`config.mk`:
```
export PLATFORM = sky130hd
export DESIGN_NAME = keyWatchdog
export DESIGN_NICKNAME = d
export VERILOG_FILES = /design/src/rtl/wdogPkg.sv /design/src/rtl/wdogDatapath.sv /design/src/rtl/wdogControl.sv /design/src/rtl/keyWatchdog.sv
export SDC_FILE = /design/constraint.sdc
export NUM_CORES = 1
export LEC_CHECK = 0
export ABC_AREA = 1
export ABC_CLOCK_PERIOD_IN_PS = 1800
export BUFFER_PORTS_ARGS = -buffer_cell sky130_fd_sc_hd__buf_2
export CAP_MARGIN = 20
export CORE_UTILIZATION = 40
export DETAILED_ROUTE_END_ITERATION = 10
export RECOVER_POWER = 50
export SLEW_MARGIN = 25
export SYNTH_ARGS = -nofsm -noshare
export SYNTH_HDL_FRONTEND = slang
export SYNTH_SLANG_ARGS = --single-unit
```
`constraint.sdc`:
```
create_clock -name clk -period 1.8 [get_ports clk]
set_input_delay 0.36 -clock clk [delete_from_list [all_inputs] [get_ports clk]]
set_output_delay 0.36 -clock clk [all_outputs]
set_load 0.05 [all_outputs]
```
`src/rtl/wdogPkg.sv`:
```
package wdogPkg;
  localparam int CNT_W  = 8;
  localparam int DATA_W = 8;
  localparam int PSEL_W = 4;
  localparam int SSEL_W = 3;
  localparam int PS_FIELD_LSB = 4;

  localparam logic [1:0] ADDR_KEY = 2'd0;
  localparam logic [1:0] ADDR_DIV = 2'd1;
  localparam logic [1:0] ADDR_CTL = 2'd2;
  localparam logic [1:0] ADDR_WIN = 2'd3;

  // strobes issued by the control to the datapath
  typedef struct packed {
    logic clrCnt;
  } wdStrb_t;
endpackage

```
`src/rtl/wdogDatapath.sv`:
```
module wdogDatapath
  import wdogPkg::*;
#(
  parameter int PRE_STAGES  = 12,
  parameter int PS_STAGES   = 6,
  parameter int PRE_RST_SEL = 8
) (
  input  logic              clk,
  input  logic              rstN,
  input  logic              wrEn,
  input  logic [1:0]        wrAddr,
  input  logic [DATA_W-1:0] wrData,
  input  wdStrb_t           strb,
  output logic [CNT_W-1:0]  cnt,
  output logic              ovfEvt,
  output logic              modeInt,
  output logic [CNT_W-1:0]  winMin
);
  localparam int SH_W = PSEL_W + 1;

  logic [PSEL_W-1:0]     preSel;
  logic [SSEL_W-1:0]     psSel;
  logic                  cntOff;
  logic [SH_W-1:0]       preShift;
  logic [SSEL_W-1:0]     psShift;
  logic [PRE_STAGES-1:0] preCnt, preMask;
  logic [PS_STAGES-1:0]  psCnt, psMask;
  logic                  preTick, cntTick, ovfDly;

  // configuration registers
  always_ff @(posedge clk or negedge rstN) begin
    if (!rstN) begin
      preSel  <= PSEL_W'(PRE_RST_SEL);
      psSel   <= '0;
      cntOff  <= 1'b0;
      modeInt <= 1'b0;
      winMin  <= '0;
    end else if (wrEn) begin
      case (wrAddr)
        ADDR_DIV: begin
          preSel <= wrData[PSEL_W-1:0];
          psSel  <= wrData[PS_FIELD_LSB +: SSEL_W];
        end
        ADDR_CTL: begin
          cntOff  <= wrData[0];
          modeInt <= wrData[1];
        end
        ADDR_WIN: winMin <= wrData;
        default: ;
      endcase
    end
  end

  // clamp the selects to the implemented stages
  always_comb begin
    if (preSel >= PSEL_W'(PRE_STAGES - 1)) preShift = SH_W'(PRE_STAGES);
    else                                   preShift = SH_W'(preSel) + SH_W'(1);
    if (psSel > SSEL_W'(PS_STAGES)) psShift = SSEL_W'(PS_STAGES);
    else                            psShift = psSel;
  end

  for (genvar i = 0; i < PRE_STAGES; i++) begin : gPreMask
    assign preMask[i] = (preShift > SH_W'(i));
  end
  for (genvar j = 0; j < PS_STAGES; j++) begin : gPsMask
    assign psMask[j] = (psShift > SSEL_W'(j));
  end

  assign preTick = ((preCnt & preMask) == preMask);
  assign cntTick = preTick && ((psCnt & psMask) == psMask);
  assign ovfEvt  = cntTick && !cntOff && ovfDly && !strb.clrCnt;

  always_ff @(posedge clk or negedge rstN) begin
    if (!rstN) begin
      preCnt <= '0;
      psCnt  <= '0;
    end else begin
      preCnt <= preCnt + 1'b1;
      if (preTick) psCnt <= psCnt + 1'b1;
    end
  end

  always_ff @(posedge clk or negedge rstN) begin
    if (!rstN) begin
      cnt    <= '0;
      ovfDly <= 1'b0;
    end else if (strb.clrCnt) begin
      cnt    <= '0;
      ovfDly <= 1'b0;
    end else if (cntTick && !cntOff) begin
      cnt    <= cnt + 1'b1;
      ovfDly <= (cnt == {CNT_W{1'b1}});
    end
  end
endmodule

```
`src/rtl/wdogControl.sv`:
```
module wdogControl
  import wdogPkg::*;
#(
  parameter logic [DATA_W-1:0] KEY_ARM  = 8'h55,
  parameter logic [DATA_W-1:0] KEY_FIRE = 8'hAA,
  parameter int                PULSE_LEN = 512
) (
  input  logic              clk,
  input  logic              rstN,
  input  logic              wrEn,
  input  logic [1:0]        wrAddr,
  input  logic [DATA_W-1:0] wrData,
  input  logic [CNT_W-1:0]  cnt,
  input  logic              ovfEvt,
  input  logic              modeInt,
  input  logic [CNT_W-1:0]  winMin,
  output wdStrb_t           strb,
  output logic              rstOutN,
  output logic              intOutN
);
  localparam int PL_W = $clog2(PULSE_LEN);

  logic            armed, keyWr, keyFire, early, badKey, pulseOn;
  logic [PL_W-1:0] pulseCnt;

  assign keyWr   = wrEn && (wrAddr == ADDR_KEY);
  assign keyFire = keyWr && (wrData == KEY_FIRE) && armed;
  assign early   = (winMin != '0) && (cnt < winMin);
  assign badKey  = keyFire && early;
  assign strb.clrCnt = keyFire && !early;

  // arm state: set by the arm value, consumed by the fire value
  always_ff @(posedge clk or negedge rstN) begin
    if (!rstN)                               armed <= 1'b0;
    else if (keyWr && wrData == KEY_ARM)     armed <= 1'b1;
    else if (keyWr && wrData == KEY_FIRE)    armed <= 1'b0;
  end

  // fixed-width pulse, not retriggerable
  always_ff @(posedge clk or negedge rstN) begin
    if (!rstN) begin
      pulseOn  <= 1'b0;
      pulseCnt <= '0;
    end else if (!pulseOn) begin
      if (badKey || ovfEvt) begin
        pulseOn  <= 1'b1;
        pulseCnt <= '0;
      end
    end else begin
      pulseCnt <= pulseCnt + 1'b1;
      if (pulseCnt == PL_W'(PULSE_LEN - 1)) pulseOn <= 1'b0;
    end
  end

  assign rstOutN = !(pulseOn && !modeInt);
  assign intOutN = !(pulseOn && modeInt);
endmodule

```
`src/rtl/keyWatchdog.sv`:
```
module keyWatchdog
  import wdogPkg::*;
#(
  parameter int PRE_STAGES  = 12,
  parameter int PS_STAGES   = 6,
  parameter int PRE_RST_SEL = 8,
  parameter int PULSE_LEN   = 512
) (
  input  logic              clk,
  input  logic              rstN,
  input  logic              wrEn,
  input  logic [1:0]        wrAddr,
  input  logic [DATA_W-1:0] wrData,
  output logic [CNT_W-1:0]  cntOut,
  output logic              rstOutN,
  output logic              intOutN
);
  wdStrb_t          strbBus;
  logic             ovfEvt, modeInt;
  logic [CNT_W-1:0] winMin;

  wdogDatapath #(
    .PRE_STAGES(PRE_STAGES), .PS_STAGES(PS_STAGES), .PRE_RST_SEL(PRE_RST_SEL)
  ) dpI (
    .clk(clk), .rstN(rstN), .wrEn(wrEn), .wrAddr(wrAddr), .wrData(wrData),
    .strb(strbBus), .cnt(cntOut), .ovfEvt(ovfEvt), .modeInt(modeInt), .winMin(winMin)
  );

  wdogControl #(.PULSE_LEN(PULSE_LEN)) ctlI (
    .clk(clk), .rstN(rstN), .wrEn(wrEn), .wrAddr(wrAddr), .wrData(wrData),
    .cnt(cntOut), .ovfEvt(ovfEvt), .modeInt(modeInt), .winMin(winMin),
    .strb(strbBus), .rstOutN(rstOutN), .intOutN(intOutN)
  );
endmodule

```
Yosys cells after proc, flatten, opt, wreduce, memory -nomap -nowiden --
Cells that the tools add are included.
Operators by class: reduce and logical (&&, ||, !) cells 28, bitwise logic cells 2, order comparisons 21, equality and inequality tests 9, mux-type cells 13, add/subtract/negate cells 5
Operators by type and width (number):
- $gt 5x3->1 const B | 4
- $gt 5x4->1 const B | 4
- $mux 9 | 2
- $eq 8x8->1 const B | 2
- $mux 8 | 2
- $logic_and 1x1->1 | 13
- $add 12x1->12 const B | 1
- $and 12x12->12 | 1
- $eq 12x12->1 | 1
- $gt 5x1->1 const B | 2
- $gt 5x2->1 const B | 2
- $add 9x1->9 const B | 1
- $eq 9x9->1 const B | 1
- $gt 3x3->1 const B | 3
- $add 8x1->8 const B | 1
- $eq 8x7->1 const B | 1
- $lt 8x8->1 | 1
- $reduce_bool 8->1 | 1
- $mux 1 | 7
- $add 6x1->6 const B | 1
- $and 6x6->6 | 1
- $eq 6x6->1 | 1
- $gt 3x1->1 const B | 2
- $gt 3x2->1 const B | 2
- other kinds (11) | 21
Storage, ports and cells: word-level logic and storage cells 90, bits in registers 55

Longest topological paths before layout --
Gate-level depths: netlist of the first run.
depth in word-level cells 12, depth in mapped cells 17, mapped depth without buffers 16

Modules after synthesis --
Synthesis of the first run repeated with hierarchy kept, for this count alone.
Unflattened totals: cells, all modules 406, area, all modules 3196.8 µm²
Modules (own cells, without submodules):
- wdogDatapath | instances 1, sequential area each 1102.3 µm², cells an instance 276, area an instance 2289.7 µm²
- wdogControl | instances 1, sequential area each 275.3 µm², cells an instance 130, area an instance 907.1 µm²

Least setup slack after synthesis of the first run --
No wires, ideal clock.
path type register to register, from reg dpI.cnt[3], to reg ctlI.pulseCnt[2], slack -0.243 ns, period minus slack after synthesis 2.043 ns, arrival 1.923 ns, cell stages (with the launch flop) 9, required time 1.680 ns, buffers on the path 1, path through dfrtp_1 -> ha_1 -> a21oi_1 -> o21a_1 -> o211ai_1 -> or2_2 -> clkbuf_1 -> nand4_1 -> nand2_1
Between the ends: longest elaborated chain between the ends 8
Ends and longest elaborated chain:
- from (decl) | RTL line wdogDatapath.sv:14 | output logic [CNT_W-1:0] cnt,
- from (signal assigned) | RTL line wdogDatapath.sv:91 | cnt <= cnt + 1'b1;
- $lt 8x8->1 (*) | RTL line wdogControl.sv:28 | assign early = (winMin != '0) && (cnt < winMin);
- $logic_and 1x1->1 (*) | RTL line wdogControl.sv:28
- $logic_not 1->1 | RTL line wdogControl.sv:30 | assign strb.clrCnt = keyFire && !early;
- $logic_and 1x1->1 | RTL line wdogControl.sv:30
- $logic_not 1->1 | RTL line wdogDatapath.sv:71 | assign ovfEvt = cntTick && !cntOff && ovfDly && !strb.clrCnt;
- $logic_and 1x1->1 | RTL line wdogDatapath.sv:71
- $logic_or 1x1->1 (*) | RTL line wdogControl.sv:45 | if (badKey || ovfEvt) begin
- $reduce_bool 2->1 (no line) (*)
- to (signal assigned) | RTL line wdogControl.sv:50 | pulseCnt <= pulseCnt + 1'b1;
- to (decl) | RTL line wdogControl.sv:24 | logic [PL_W-1:0] pulseCnt;
Every way passes the cells marked *; elsewhere a longest branch is shown, timed or not. A chain may end at the register's enable or synchronous reset.

Final worst setup path of the first run --
from reg dpI.preSel[0], to reg dpI.cnt[2]
Between the ends: longest elaborated chain between the ends 8
Ends and longest elaborated chain:
- from (decl) | RTL line wdogDatapath.sv:21 | logic [PSEL_W-1:0] preSel;
- from (signal assigned) | RTL line wdogDatapath.sv:33 | preSel <= PSEL_W'(PRE_RST_SEL);
- from (signal assigned) | RTL line wdogDatapath.sv:41 | preSel <= wrData[PSEL_W-1:0];
- $add 4x1->5 or $ge 4x4->1 (tied branches) | RTL line wdogDatapath.sv:57, wdogDatapath.sv:56
- $mux 5 (*) | RTL line wdogDatapath.sv:56 | if (preSel >= PSEL_W'(PRE_STAGES - 1)) preShift = SH_W'(PRE_STAGES);
- $gt 5x1->1, or another cell as far along | RTL line wdogDatapath.sv:63 | assign preMask[i] = (preShift > SH_W'(i));
- $and 12x12->12 | RTL line wdogDatapath.sv:69 | assign preTick = ((preCnt & preMask) == preMask);
- $eq 12x12->1 (*) | RTL line wdogDatapath.sv:69
- $logic_and 1x1->1 (*) | RTL line wdogDatapath.sv:70 | assign cntTick = preTick && ((psCnt & psMask) == psMask);
- $logic_and 1x1->1 (*) | RTL line wdogDatapath.sv:90 | end else if (cntTick && !cntOff) begin
- $reduce_bool 2->1 (no line) (*)
Marked as above.

==> results of run 1 <==
power by group:
part	switching (mW)	leakage, nW	internal, mW	total (mW)
registers	0.140	0.672	1.38	1.52
clock network	0.407	0.0612	0.451	0.858
logic	0.684	1.22	0.474	1.16
final timing paths:
path | cells past startpoint | from | end | slack [ps]
max | 14 | dpI.preSel[0] | dpI.cnt[2] | -130
min | 3 | wrData[7] | dpI.winMin[7] | 340
max reg2reg | 14 | dpI.preSel[0] | dpI.cnt[2] | -130
min reg2reg | 1 | dpI.preCnt[0] | dpI.preCnt[0] | 460
max in group asynchronous | 2 | rstN | dpI.cnt[1] | 440
min in group asynchronous | 2 | rstN | dpI.preCnt[11] | 440
kinds of logic (layout without fill, tap and decap cells):
logic type / Yosys count / after routing / synth area share [%]
xor gates and xnor gates: 20 / 20 / 5.68
and+or+nand+nor: 177 / 178 / 27.2
DFF: 55 / 55 / 44.6
buffers and inverters: 68 / 133 / 8.52
AOI/OAI and AO/OA: 50 / 50 / 8.72
adders and majority gates: 13 / 13 / 5.27
cells in the mapped netlist:
| cell type | n |
|---|---|
| a21oi_2 | 1 |
| nor3_2 | 1 |
| inv_1 | 55 |
| ha_1 | 13 |
| o21ai_2 | 2 |
| o21ai_0 | 26 |
| xnor2_1 | 3 |
| or2_2 | 3 |
| nand2_4 | 2 |
| clkinv_1 | 2 |
| nand3_2 | 1 |
| o211ai_1 | 1 |
| dfrtp_1 | 54 |
| nand4_2 | 1 |
| a21oi_1 | 9 |
| xor2_1 | 17 |
| nand4_1 | 15 |
| nand3_1 | 30 |
| nand2_2 | 3 |
| nand2_1 | 83 |
| o21a_1 | 2 |
| nor2_1 | 19 |
| nor3_1 | 7 |
| nand3b_1 | 3 |
| nor2_4 | 1 |
| o21ai_1 | 9 |
| buf_6 | 1 |
| inv_2 | 6 |
| clkbuf_1 | 4 |
| nor4_1 | 8 |
| dfstp_2 | 1 |
stage by stage:
stage | cell area (µm²) | setup TNS (ps) | utilization, %
finish | 3860 | -1280 | 52.4
global route | 3860 | -6320 | 52.4
CTS | 3830 | -1610 | 51.9
detailed placement | 3610 | -2850 | 49.0
global placement | 3610 | -2100 | 49.0
floorplan | 3160 | -698 | -
flip-flops by register name (all words and copies together), names as in the netlist:
name / count
dpI.psCnt: 6
ctlI.pulseCnt: 9
dpI.winMin: 8
dpI.modeInt: 1
ctlI.pulseOn: 1
dpI.psSel: 3
dpI.cntOff: 1
dpI.ovfDly: 1
dpI.preCnt: 12
ctlI.armed: 1
dpI.cnt: 8
dpI.preSel: 4
critical path: stages (launching register included):
cell and delay, ps:
dfrtp_1 420, ha_4 200, o21ai_4 180, nand2_1 70, nand2_1 70, nand2_1 50
nor2_1 80, nand2_1 60, nand2_1 60, nand2_2 60, nor2_4 160, nand2_4 150
o21ai_2 140, nand2_1 60, nor2_1 100
placed cells by master (no fill, tap or decap), types with 8 or more instances in the layout:
master    n
inv_2     8
dfrtp_1  47
nand4_1  15
nor2_1   16
inv_1    53
ha_1      9
xor2_1   17
a21oi_1   8
nand2_1  78
o21ai_0  24
buf_2    22
o21ai_1   9
nand3_1  28
buf_4    39
layout make-up:
class | instances | area, µm² | share of cell area (%)
Multi-Input combinational cell | 261 | 1590 | 41.2
Clock buffer | 6 | 82.6 | 2.14
Sequential cell | 55 | 1390 | 35.9
Inverter | 63 | 236 | 6.12
Clock inverter | 2 | 35.0 | 0.907
Tap cell | 99 | 124 | 3.21
Timing Repair Buffer | 62 | 408 | 10.6
routing by layer:
layer / wire (µm) / track usage [%] / share of wire [%]
met5: 0 / 0 / 0
met4: 58 / 3.69 / 0.89
met3: 153 / 2.28 / 2.4
met2: 2950 / 28.5 / 46
met1: 3320 / 23.9 / 51
repair_timing:
action,in CTS,in global routing
pin swaps,7,2
setup buffers,7,1
resized for setup,13,8
cloned,0,1
endpoints found under the setup margin,23,27
==> impl_metrics.csv, run 1 <==
group,metric,value,unit
setup_path,path_class,"flip-flop to flip-flop",
synthesis,ys_types,31,
floorplanning,die_y,89.8,µm
grt,overflow,0,
floorplanning,start_util,41.9,%
grt,antenna_found_initial,0,
placement,numPortBuffers,22,
sta,fmax,0.519,GHz
cells_and_area,final_nets,474,
synthesis,synth_seq_cells,55,
sta,rsz0062_at_grt,"yes",
sta,slew_headroom,9.14,%
floorplanning,rows,31,
setup_path,worstSetupEndpointType,"flip-flop",
synthesis,netlist_instances,383,
outcome,status,"finished with violations",
clock_network,root_buffer,"clkbuf_8",
floorplanning,die_w,89.8,µm
sta,finalSetupViolCount,21,
drt,vias,2601,
setup_path,required,2040,ps
synthesis,synth.avg_cell_area,8.06,µm²
placement,place_hpwl,4810,µm
clock_network,numCtsBuffers,5,
floorplanning,fp.dieArea,0.00807,mm²
grt,grt_pass1_wl,11300,µm
drt,wl,6490,µm
worst_hold_path,hp-class,"primary input to flip-flop",
cells_and_area,synthToLayoutAreaGrowth,25.1,%
power,p_total,3.54,mW
cells_and_area,fin_cells,548,
placement,gp_congestion,0.773,
clock_network,postCtsHoldBufs,0,
drt,wire_per_inst,11.8,µm
floorplanning,io_pins,23,
setup_path,crit_arrival,2170,ps
clock_network,cts_tree,"yes",
synthesis,synth_top_area_share,43.8,%
clock_network,cts_sinks,55,
synthesis,netlist_area,0.00309,mm²
placement,place_inst,531,
drt,vias_per_cell,4.75,
clock_network,clockBufferDepth,2,
placement,post-place-ws,-180,ps
power,leakage,1.95,nW
grt,grt_pass1_vias,2524,
synthesis,synth_area_leader_cell,"dfrtp_1",
drt,drc,0,
drt,firstDrtPassIters,7,
setup_path,worstSetupStartpointType,"flip-flop",
synthesis,synth-seq-area-share,44.6,%
cells_and_area,fillers,726,
drt,drtAntennaViolNets,0,
sta,min_period_over_period,107,%
sta,worst_pin_slew,1360,ps
synthesis,synthTopCellsByArea,"dfrtp_1, nand2_1, inv_1",
grt,grt_max_degree,56,
clock_network,clkLatencyLatePin,310,ps
sta,hold_violations,0,
synthesis,syn_nets,409,
sta,fin_skew,10.4,ps
setup_path,cp_max_fo,8,
clock_network,h-tree-depth,2,
run,drv_cap,0,
outcome,failed_checks,"negative setup slack",
power,irDropWorstVdd,0.559,mV
sta,period_needed,1930,ps
power,p_per_area,916,mW/mm²
floorplanning,core-area,0.00737,mm²
sta,drv_slew,0,
drt,drtIter0Drc,103,
cells_and_area,drive_above_1_share,26.7,%
synthesis,yosysWarnings,0,
sta,fin_worst_hold_slack,344,ps
sta,post-route-worst-setup-slack,-128,ps
clock_network,path_clk_slew,110,ps
cells_and_area,diodes,0,
grt,grt_usage,17.1,%
No activity file was read; power rests on OpenSTA's default activity.
==> inputs of run 2 (changes only) <==
--- a/config.mk
+++ b/config.mk
@@ -9,10 +9,9 @@
 export ABC_CLOCK_PERIOD_IN_PS = 1800
 export BUFFER_PORTS_ARGS = -buffer_cell sky130_fd_sc_hd__buf_2
 export CAP_MARGIN = 20
-export CORE_UTILIZATION = 40
+export CORE_UTILIZATION = 43
 export DETAILED_ROUTE_END_ITERATION = 10
 export RECOVER_POWER = 50
-export SLEW_MARGIN = 25
 export SYNTH_ARGS = -nofsm -noshare
 export SYNTH_HDL_FRONTEND = slang
 export SYNTH_SLANG_ARGS = --single-unit
==> impl_metrics.csv, run 2 (synthesized netlist as in run 1, its figures left out) <==
group,metric,value,unit
cells_and_area,synthToLayoutAreaGrowth,23.9,%
sta,post-route-worst-setup-slack,-174,ps
power,p_sw_share,37.1,%
setup_path,crit_family,"simple AND/OR/NAND/NOR gates",
setup_path,r2r_start,"dpI.preSel[1]",
power,combPwrFrac,34.8,%
cells_and_area,regMostFlops,"dpI.preCnt",
sta,fin_skew,12.4,ps
power,pwr-share-seq,45.2,%
power,leakage,1.91,nW
sta,fmax,0.507,GHz
sta,hold_violations,0,
cells_and_area,layout_commonest_cell,"nand2_1",
outcome,failed_checks,"negative setup slack",
setup_path,r2r_cells,13,
cells_and_area,final_nets,467,
setup_path,r2r_end,"dpI.cnt[7]",
placement,place_inst,523,
placement,place_hpwl,4920,µm
sta,rsz0062_at_grt,"yes",
setup_path,path_cells,"ha_4 -> o21ai_4 -> nand2_1 -> nand2_2 -> nand2_1 -> nor2_1 -> nand2_1 -> nand2_1 -> nand2_2 -> nor2_4 -> nand2_4 -> nand2_4 -> o21ai_0",
power,power_switching,1.25,mW
drt,drtAntennaViolNets,0,
sta,finalSetupTns,-2750,ps
placement,post-place-ws,-178,ps
cells_and_area,fin_cells,538,
setup_path,worstSetupStartpointType,"flip-flop",
power,clkPwrFrac,19.9,%
cells_and_area,largest_reg_flops,12,
setup_path,crit_arrival,2160,ps
drt,vias,2632,
clock_network,cts_sinks,55,
run,drv_cap,0,
clock_network,path_clk_slew,100,ps
sta,worst_pin_slew,1010,ps
floorplanning,core-area,0.00687,mm²
grt,overflow,0,
floorplanning,io_pins,23,
cells_and_area,drive_above_1_share,27.6,%
setup_path,cp_max_fo,8,
sta,period_needed,1970,ps
floorplanning,fp.dieArea,0.00752,mm²
setup_path,crit_buf_inv,0,
outcome,status,"finished with violations",
drt,wl,6590,µm
drt,drtIter0Drc,82,
cells_and_area,fin_area,0.00382,mm²
grt,grt_usage,19.5,%
drt,drc,0,
drt,wire_per_inst,12.2,µm
cells_and_area,diodes,0,
grt,grt_max_degree,38,
sta,slew_headroom,32.5,%
setup_path,worstSetupEndpointType,"flip-flop",
setup_path,required,1990,ps
power,irDropWorstVdd,0.617,mV
power,p_per_area,885,mW/mm²
setup_path,cpMostUsedCell,"nand2_1",
cells_and_area,layout_common_cells,"nand2_1, inv_1, dfrtp_1",
setup_path,ff2ff_setup_slack,-170,ps
placement,placed_cell_area,0.00357,mm²
floorplanning,die_w,86.7,µm
floorplanning,die_y,86.7,µm
placement,numPortBuffers,22,
sta,fin_worst_hold_slack,194,ps
power,internal_power,2.13,mW
sta,finalSetupViolCount,24,
setup_path,crit_slowest_cell,"dfrtp_1",
floorplanning,start_util,44.9,%
drt,vias_per_cell,4.89,
worst_hold_path,hp-class,"primary input to async pin",
clock_network,clockBufferDepth,2,
cells_and_area,reg_top3,"dpI.preCnt (12), ctlI.pulseCnt (9)",
clock_network,h-tree-depth,2,
sta,drv_slew,0,
clock_network,numCtsBuffers,5,
drt,firstDrtPassIters,4,
grt,grt_pass1_vias,2436,
grt,grt_pass1_wl,11400,µm
sta,min_period_over_period,110,%
placement,gp_congestion,0.848,
setup_path,max_stage_delay,420,ps
clock_network,cts_tree,"yes",
clock_network,root_buffer,"clkbuf_8",
grt,antenna_found_initial,0,
setup_path,path_class,"flip-flop to flip-flop",
clock_network,clkLatencyLatePin,310,ps
floorplanning,rows,30,
==> run 2: cell count changes in the layout (fill, tap and decap cells not counted), sizes merged <==
cell      before  now
buf           61   53
clkbuf         7    8
clkinvlp       0    1
bufinv         1    0
==> run 2: worst max-delay path by stage <==
stage / startpoint / end / slack (ps) / cells after the start
after floorplan: dpI.cnt[3] / dpI.cnt[5] / -60 / 9
after CTS: dpI.preSel[1] / dpI.cnt[6] / -120 / 11
after global routing: dpI.preSel[1] / dpI.cnt[2] / -380 / 14
after detailed placement: dpI.cnt[1] / dpI.cnt[5] / -180 / 8
final: dpI.preSel[1] / dpI.cnt[7] / -170 / 13
after global placement: dpI.cnt[1] / dpI.cnt[5] / -180 / 8
==> run 2: area by class of cell <==
cell class / instances / area, µm²
Multi-Input combinational cell: 261 / 1640
Timing Repair Buffer: 55 / 357
Clock inverter: 2 / 12.5
Tap cell: 96 / 120
Fill cell: 658 / 3050
Inverter: 63 / 236
Clock buffer: 6 / 72.6
Sequential cell: 55 / 1390
==> run 2: repair_timing <==
action	in CTS	in global routing
resized for setup	12	21
gates cloned	1	0
hold endpoints to repair	0	0
pin swaps	10	8
hold buffers	0	0
buffers inserted	2	4
endpoints found under the setup margin	23	26
==> run 2: power by group through the flow <==
stage / Combinational, mW / Clock [mW] / Sequential (mW)
5_1_grt: 1.32 / 0.757 / 1.54
4_1_cts: 1.14 / 0.699 / 1.53
3_3_place_gp: 1.05 / 0 / 1.55
6_report: 1.18 / 0.674 / 1.53
3_5_place_dp: 1.07 / 0 / 1.55
2_1_floorplan: 0.549 / 0 / 1.69
==> run 2: metrics by stage <==
step	utilization (%)	total power, mW
global route	55.6	3.62
CTS	54.2	3.37
global placement	52.0	2.60
detailed placement	52.0	2.62
finish	55.6	3.38
floorplan	-	2.24
==> run 2: per-layer routing <==
metal / part of all wire (%) / vias up / GRT usage [%] / routed length [µm]
li1: - / 1363 / - / -
met4: 0.80 / 0 / 4.09 / 53
met2: 45 / 33 / 30.3 / 2970
met3: 2.4 / 6 / 2.95 / 158
met1: 52 / 1230 / 28.8 / 3410
met5: 0 / - / 0 / 0
